===== src/rtl/microseq_pkg.sv =====
// Package: shared widths, status-select codes, control-word layout and the
// built-in next-address table of the sample 19-word program.
// Assumes the address width exceeds the opcode width.
package microseq_pkg;

    parameter int unsigned UADDR_W = 8;
    parameter int unsigned OPC_W   = 6;
    parameter int unsigned NSTAT   = 4;
    localparam int unsigned SEL_W  = $clog2(NSTAT);

    typedef logic [UADDR_W-1:0] uaddr_t;

    // Status-line selector; values index the status vector in the top.
    typedef enum logic [SEL_W-1:0] {
        SEL_CARRY = 2'd0,
        SEL_SIGN  = 2'd1,
        SEL_OVF   = 2'd2,
        SEL_WAIT  = 2'd3
    } stat_sel_e;

    typedef struct packed {
        logic      dispatch;
        stat_sel_e sel;
        uaddr_t    on_true;
        uaddr_t    on_false;
    } seq_word_t;

    // Program labels.
    localparam uaddr_t LBL_FETCH0 = 8'd0;
    localparam uaddr_t LBL_FETCH1 = 8'd1;
    localparam uaddr_t LBL_FETCH2 = 8'd2;
    localparam uaddr_t LBL_FETCH3 = 8'd3;
    localparam uaddr_t LBL_DECODE = 8'd4;
    localparam uaddr_t LBL_OPTAB  = 8'd5;
    localparam uaddr_t LBL_BZ     = 8'd8;
    localparam uaddr_t LBL_ST     = 8'd10;
    localparam uaddr_t LBL_LD     = 8'd11;
    localparam uaddr_t LBL_BRANCH = 8'd13;
    localparam uaddr_t LBL_ST_A   = 8'd14;
    localparam uaddr_t LBL_ST_B   = 8'd15;
    localparam uaddr_t LBL_ST_WR  = 8'd16;
    localparam uaddr_t LBL_LD_RD  = 8'd17;
    localparam uaddr_t LBL_LD_WB  = 8'd18;

    // Builds an unconditional jump: both candidates equal, selector unused.
    function automatic seq_word_t jump_to(input uaddr_t dst);
        return '{dispatch: 1'b0, sel: SEL_CARRY, on_true: dst, on_false: dst};
    endfunction

    // Builds a two-way branch on one status line.
    function automatic seq_word_t branch_on(input stat_sel_e s,
                                            input uaddr_t t, input uaddr_t f);
        return '{dispatch: 1'b0, sel: s, on_true: t, on_false: f};
    endfunction

    // Next-address fields of the sample program; empty addresses go to 0.
    function automatic seq_word_t seq_table(input uaddr_t a);
        seq_word_t w;
        case (a)
            LBL_FETCH0: w = jump_to(LBL_FETCH1);
            LBL_FETCH1: w = branch_on(SEL_WAIT, LBL_FETCH1, LBL_FETCH2);
            LBL_FETCH2: w = jump_to(LBL_FETCH3);
            LBL_FETCH3: w = branch_on(SEL_WAIT, LBL_FETCH3, LBL_DECODE);
            LBL_DECODE: w = '{dispatch: 1'b1, sel: SEL_CARRY,
                              on_true: LBL_OPTAB, on_false: LBL_OPTAB};
            LBL_BZ:     w = branch_on(SEL_CARRY, LBL_FETCH0, LBL_BRANCH);
            LBL_ST:     w = jump_to(LBL_ST_A);
            LBL_LD:     w = jump_to(LBL_LD_RD);
            LBL_ST_A:   w = jump_to(LBL_ST_B);
            LBL_ST_B:   w = jump_to(LBL_ST_WR);
            LBL_ST_WR:  w = branch_on(SEL_WAIT, LBL_ST_WR, LBL_FETCH0);
            LBL_LD_RD:  w = branch_on(SEL_WAIT, LBL_LD_RD, LBL_LD_WB);
            default:    w = jump_to(LBL_FETCH0);
        endcase
        return w;
    endfunction

endpackage


===== src/rtl/microseq_store.sv =====
// Control-store next-address lookup.
// Returns the sequencing fields of the word at the current micro-PC.
// Purely combinational; the contents come from the package table.
module microseq_store
    import microseq_pkg::*;
(
    input  uaddr_t    addr,
    output seq_word_t word
);

    // Table lookup for the current address.
    always_comb begin
        word = seq_table(addr);
    end

endmodule


===== src/rtl/microseq_cond.sv =====
// Status-line multiplexer.
// Picks one line of the status vector by the selector of the current word.
// Assumes the vector is ordered to match the selector codes.
module microseq_cond
    import microseq_pkg::*;
#(
    parameter int unsigned N = NSTAT
) (
    input  logic [N-1:0] status,
    input  stat_sel_e    sel,
    output logic         hit
);

    logic [N-1:0] pick;

    // One AND gate per status line, decoded from the selector.
    for (genvar i = 0; i < N; i++) begin : g_pick
        assign pick[i] = status[i] & (sel == stat_sel_e'(i));
    end

    // Reduce the gated lines into the tested condition.
    always_comb begin
        hit = |pick;
    end

endmodule


===== src/rtl/microseq_next.sv =====
// Next-address former.
// Chooses the true or false candidate, then optionally adds the opcode.
// Assumes the opcode is unsigned and the sum wraps at the address width.
module microseq_next
    import microseq_pkg::*;
#(
    parameter int unsigned AW = UADDR_W,
    parameter int unsigned OW = OPC_W
) (
    input  seq_word_t        word,
    input  logic             hit,
    input  logic [OW-1:0]    opcode,
    output logic [AW-1:0]    nxt
);

    localparam int unsigned PAD_W = AW - OW;

    logic [AW-1:0] base;

    // Two-way selection, then dispatch offset when the word asks for it.
    always_comb begin
        base = hit ? word.on_true : word.on_false;
        nxt  = word.dispatch ? AW'(base + {{PAD_W{1'b0}}, opcode}) : base;
    end

endmodule


===== src/rtl/microseq_top.sv =====
// Two-way microsequencer top.
// Holds the micro-PC and advances it on every clock edge. There is no stall
// input: waiting is encoded as self-loops in the control program.
// Assumes a synchronous, active-low reset.
module microseq_top
    import microseq_pkg::*;
#(
    parameter int unsigned IR_W    = 16,
    parameter int unsigned OPC_LSB = 10
) (
    input  logic               clk,
    input  logic               rst_n,
    input  logic [IR_W-1:0]    ir_word,
    input  logic               st_carry,
    input  logic               st_sign,
    input  logic               st_ovf,
    input  logic               mem_wait,
    output logic [UADDR_W-1:0] upc
);

    localparam int unsigned OPC_MSB = OPC_LSB + OPC_W - 1;

    seq_word_t          cur_word;
    logic [NSTAT-1:0]   status_vec;
    logic               cond_hit;
    logic [UADDR_W-1:0] upc_nxt;

    // Status lines in selector order.
    assign status_vec = {mem_wait, st_ovf, st_sign, st_carry};

    microseq_store u_store (
        .addr (upc),
        .word (cur_word)
    );

    microseq_cond #(.N(NSTAT)) u_cond (
        .status (status_vec),
        .sel    (cur_word.sel),
        .hit    (cond_hit)
    );

    microseq_next #(.AW(UADDR_W), .OW(OPC_W)) u_next (
        .word   (cur_word),
        .hit    (cond_hit),
        .opcode (ir_word[OPC_MSB:OPC_LSB]),
        .nxt    (upc_nxt)
    );

    // Micro-PC register with synchronous reset to address 0.
    always_ff @(posedge clk) begin
        if (!rst_n) upc <= '0;
        else        upc <= upc_nxt;
    end

endmodule


===== config.mk =====
export PLATFORM = sky130hd
export DESIGN_NAME = microseq_top
export DESIGN_NICKNAME = d
export VERILOG_FILES = /design/src/rtl/microseq_pkg.sv /design/src/rtl/microseq_store.sv /design/src/rtl/microseq_cond.sv /design/src/rtl/microseq_next.sv /design/src/rtl/microseq_top.sv
export SDC_FILE = /design/constraint.sdc
export NUM_CORES = 1
export LEC_CHECK = 0
export ABC_AREA = 0
export BUFFER_PORTS_ARGS = -buffer_cell sky130_fd_sc_hd__buf_2
export CORE_MARGIN = 5
export CORE_UTILIZATION = 36
export DETAILED_ROUTE_END_ITERATION = 8
export SYNTH_ARGS = -nofsm -noshare
export SYNTH_HDL_FRONTEND = slang
export SYNTH_SLANG_ARGS = --single-unit

===== constraint.sdc =====
create_clock -name clk -period 3.44 [get_ports clk]
set_input_delay 0.172 -clock clk [delete_from_list [all_inputs] [get_ports clk]]
set_output_delay 0.172 -clock clk [all_outputs]
set_load 0.1 [all_outputs]

-- Word-level counts from Yosys, hierarchy flattened
Memories as Yosys holds them, arrays and structs flattened. A register that Yosys moved wholly into a read port is not among the register bits.
Cells that the tools add are included.
Widths: inputs -> output; s select.
- word-level logic and storage cells: 17
- input bits: 22
- bits in registers: 8
- memories: 1
- output and inout bits: 8
- memory bits (read-only): 416
- memories (name ; depth ; width ; rd ports ; clocked after memory_dff ; write ports ; RTL line ; source):
    (name not given) ; 32 ; 13 ; 1 ; 1 ; 0 ; microseq_pkg.sv:59 ; case (a)
- reductions and logical operators: 3
- eq/ne operators: 3
- muxes and demuxes: 4
- bitwise operators: 4
- add/sub/neg operators: 1
- operator list (kind ; count):
    $mux 19 ; 1
    $mux 8 ; 2
    $add 8x6->8 ; 1
    $mux 5 ; 1
    $and 1x1->1 ; 4
    $eq 2x2->1 const B ; 2
    $reduce_or 4->1 ; 1
    $logic_not 3->1 ; 1
    $eq 2x1->1 const B ; 1
    $logic_not 2->1 ; 1

-- Depth between registers and ports, before layout
- depth after elaboration: 9
- mapped depth: 14
- mapped depth without buffers: 14

-- By module
Synthesis repeated with hierarchy kept, for this count alone.
- cells, all modules: 136
- area total of the unflattened synthesis: 1103.6 sq um
- modules (own cells, without submodules) (module ; area each (sq um) ; seq. area each (sq um) ; cells each ; times used):
    microseq_next ; 508.0 ; 0.0 ; 64 ; 1
    microseq_store ; 362.8 ; 0.0 ; 55 ; 1
    microseq_top ; 210.2 ; 160.2 ; 16 ; 1
    microseq_cond ; 22.5 ; 0.0 ; 1 ; 1

-- Worst setup path before layout
OpenSTA, ideal clock, no wires.
- path type: reg2reg
- start point: register upc[5]
- end point: register (tool-made name)
- data arrival time: 3475 ps
- path buffers: 0
- data required time: 3376 ps
- setup slack: -99 ps
- period minus slack after synthesis: 3539 ps
- stages on the path, launching flop included: 10
- library setup time: 64 ps
- cell sequence: dfxtp_1 -> and4bb_2 -> a211oi_1 -> nor2_1 -> ha_1 -> and3b_1 -> o32ai_2 -> or4b_4 -> or3b_1 -> nand4_1
- RTL lines (item ; RTL line ; source):
    start: declaration ; microseq_top.sv:18 ; output logic [UADDR_W-1:0] upc
    start signal: assignment ; microseq_top.sv:52 ; else upc <= upc_nxt;

==> results.md <==
* Slew margin rel. at 37.7%
* Final Setup Violations at 0
* Die Span Y at 67.7 µm
* Final period utilization at 93.3%
* Synth unique cells at 45
* Dpl cells at 194
* Setup crit start kind: flop
* Routability Congestion at 0.849
* # DRC at 0
* Pin count of the biggest net entering global routing at 12
* Via count at 1,009
* Tmin final at 3210 ps
* Number of CTS-inserted buffers at 3
* Io pins at 30
* Final cell count without fillers at 201
* Final WL at 2.52 mm
* RSZ-0062 raised after global routing: no
* YS warnings at 0
* Worst VDD drop at 0.000161 V
* Synth top area share at 31.7%
* Fin Clk Skew at 8.17 ps
* Ant. Diodes at 0
* Total gr overflow at 0
* H-tree level count at 1
* Die ar. at 0.00458 mm²
* Synth Flop Type: dfxtp_1
* Fmax achieved at 0.312 GHz
* Nets at 188
* Post-synth EDFFs at 0
* CTS Hold Bufs at 0
* Worst Setup Path Type: flop to flop
* Initial detailed-routing violation count at 47
* Synth area leader: dfxtp_1
* Reg2reg setup slack at 230 ps
* Leakage at 0.654 nW
* Final WS setup at 231 ps
* Drt pass-1 iters at 4
* Share of layout cells above drive strength 1 at 27.7%
* Syn_nets at 164
* CP arrival at 3450 ps
* Synth async-reset ratio at 0%
* Status: finished, final reports clean
* Worst-skew pair later-pin latency at 300 ps
* Remaining antenna violation count at 0
* Top cells by area, synth: dfxtp_1 (32%), ha_1 (9.4%), mux2i_1 (7.5%)
* Layout Utilization at 42.7%
* Sequential area share after synthesis at 31.7%
* Global-route wire length before repair at 4.07 mm
* Vias per std cell at 5.02
* CTS tree: built
* WL/cell at 12.6 µm
* Row cnt at 21
* Total GRT Usage at 12.0%
* Core box area at 0.00328 mm²
* Hold Path Stages at 2
* Vias in the first global route at 927
* Final hold violation count at 0
* PwrDens at 796 mW/mm²
* #FFs+latches synth at 19
* WP data required at 3680 ps
* Syn Inst Count at 132
* Syn avg cell area at 9.08 µm²
* Critical Path Fanout Max at 6
* CTS Buffer Depth at 2
* Fin. max-slew vios at 0
* Sum of negative setup slack at 0 ps
* Most frequent cells in the layout: dfxtp_1 (16), buf_2 (16), inv_1 (12), nor2_1 (12)
* Fin Hold WS at 155 ps
* Synth Cell Area at 0.00120 mm²
* R2R cell count at 12
* Dpl ws at 94.2 ps
* Reg clk slew, reported paths at 110 ps
* DP HPWL at 2.02 mm
* Die X at 67.7 µm
* Worst hold path class: input pin to flop
* Max Cap Viol at 0
* CTS Root Cell: clkbuf_4
* PortBufs at 16
* Antenna violations before repair at 0
* Area Growth Syn to Fin at 17.0%
* CTS Sinks at 19
* Crit end category: flop
* Worst-Margin Slew at 927 ps
* Initial Utilization at 36.5%
[layer usage]
metal | wire length (µm) | track usage [%]
met5 | 0 | 0
met4 | 48 | 5.32
met2 | 1280 | 21.6
met1 | 1140 | 13.6
met3 | 59 | 2.00
[logic make-up after synthesis]
logic type               synth area share (%)
other                                   0.313
buffers and inverters                    5.64
multiplexers                             11.5
flip-flops                               31.7
AND/OR/NAND/NOR                          22.7
XOR/XNOR                                0.731
adder cells (fa/ha/maj)                  11.1
AO/OA/AOI/OAI                            16.4
[synth_stat cells, drive strengths merged, types with 2 or more instances]
master and instances:
nand3 4, ha 9, nand2 7, nor2 12, nand4 3, nor3b 2, buf 2, dfxtp 19
mux2i 10, mux2 3, o31ai 2, or2 2, nand2b 5, and3 2, inv 12, o21ai 8
o211ai 2, and2 2, or3b 2, a21oi 6
[report_power, final]
group,total (mW),internal [mW],switching (mW)
clock,0.112,0.0452,0.0673
sequential,0.322,0.286,0.0360
combinational,0.682,0.263,0.420
total,1.12,0.594,0.523
[per-stage QoR]
step | area (µm²) | power [mW]
3_3_place_gp | 1340 | 0.969
6_report | 1400 | 1.12
4_1_cts | 1370 | 1.09
2_1_floorplan | 1200 | 0.858
3_5_place_dp | 1340 | 0.979
5_1_grt | 1400 | 1.20
[critical path, cell delays in order (launching register included)]
cell,delay [ps]
dfxtp_2,380
mux2i_4,340
mux2i_1,120
nor2_1,110
ha_1,180
inv_1,50
fa_1,370
nand2b_1,170
o2bb2ai_1,170
mux2i_1,220
or4b_4,560
or3b_1,360
nand4_1,120
[repair_timing]
| item | CTS | global route |
|---|---|---|
| gates resized for setup | 0 | 3 |
| endpoints found under the setup margin | 0 | 7 |
| buffers inserted | 0 | 3 |
[area by class of cell]
| cell class | count | area [µm²] |
|---|---|---|
| Clock buffer | 4 | 26.3 |
| Timing Repair Buffer | 22 | 125 |
| Inverter | 12 | 45.0 |
| Sequential cell | 19 | 384 |
| Multi-Input combinational cell | 98 | 764 |
| Tap cell | 46 | 57.6 |
| Fill cell | 330 | 1880 |
[how the worst min path moves through the flow]
stage	startpoint	end
floorplan	ir_word[15]	upc[6]
global placement	ir_word[15]	upc[6]
detailed placement	ir_word[15]	upc[6]
CTS	ir_word[15]	upc[6]
global route	ir_word[15]	upc[6]
finish	ir_word[15]	upc[6]
Note: power is estimated with default switching activity, not from simulation.
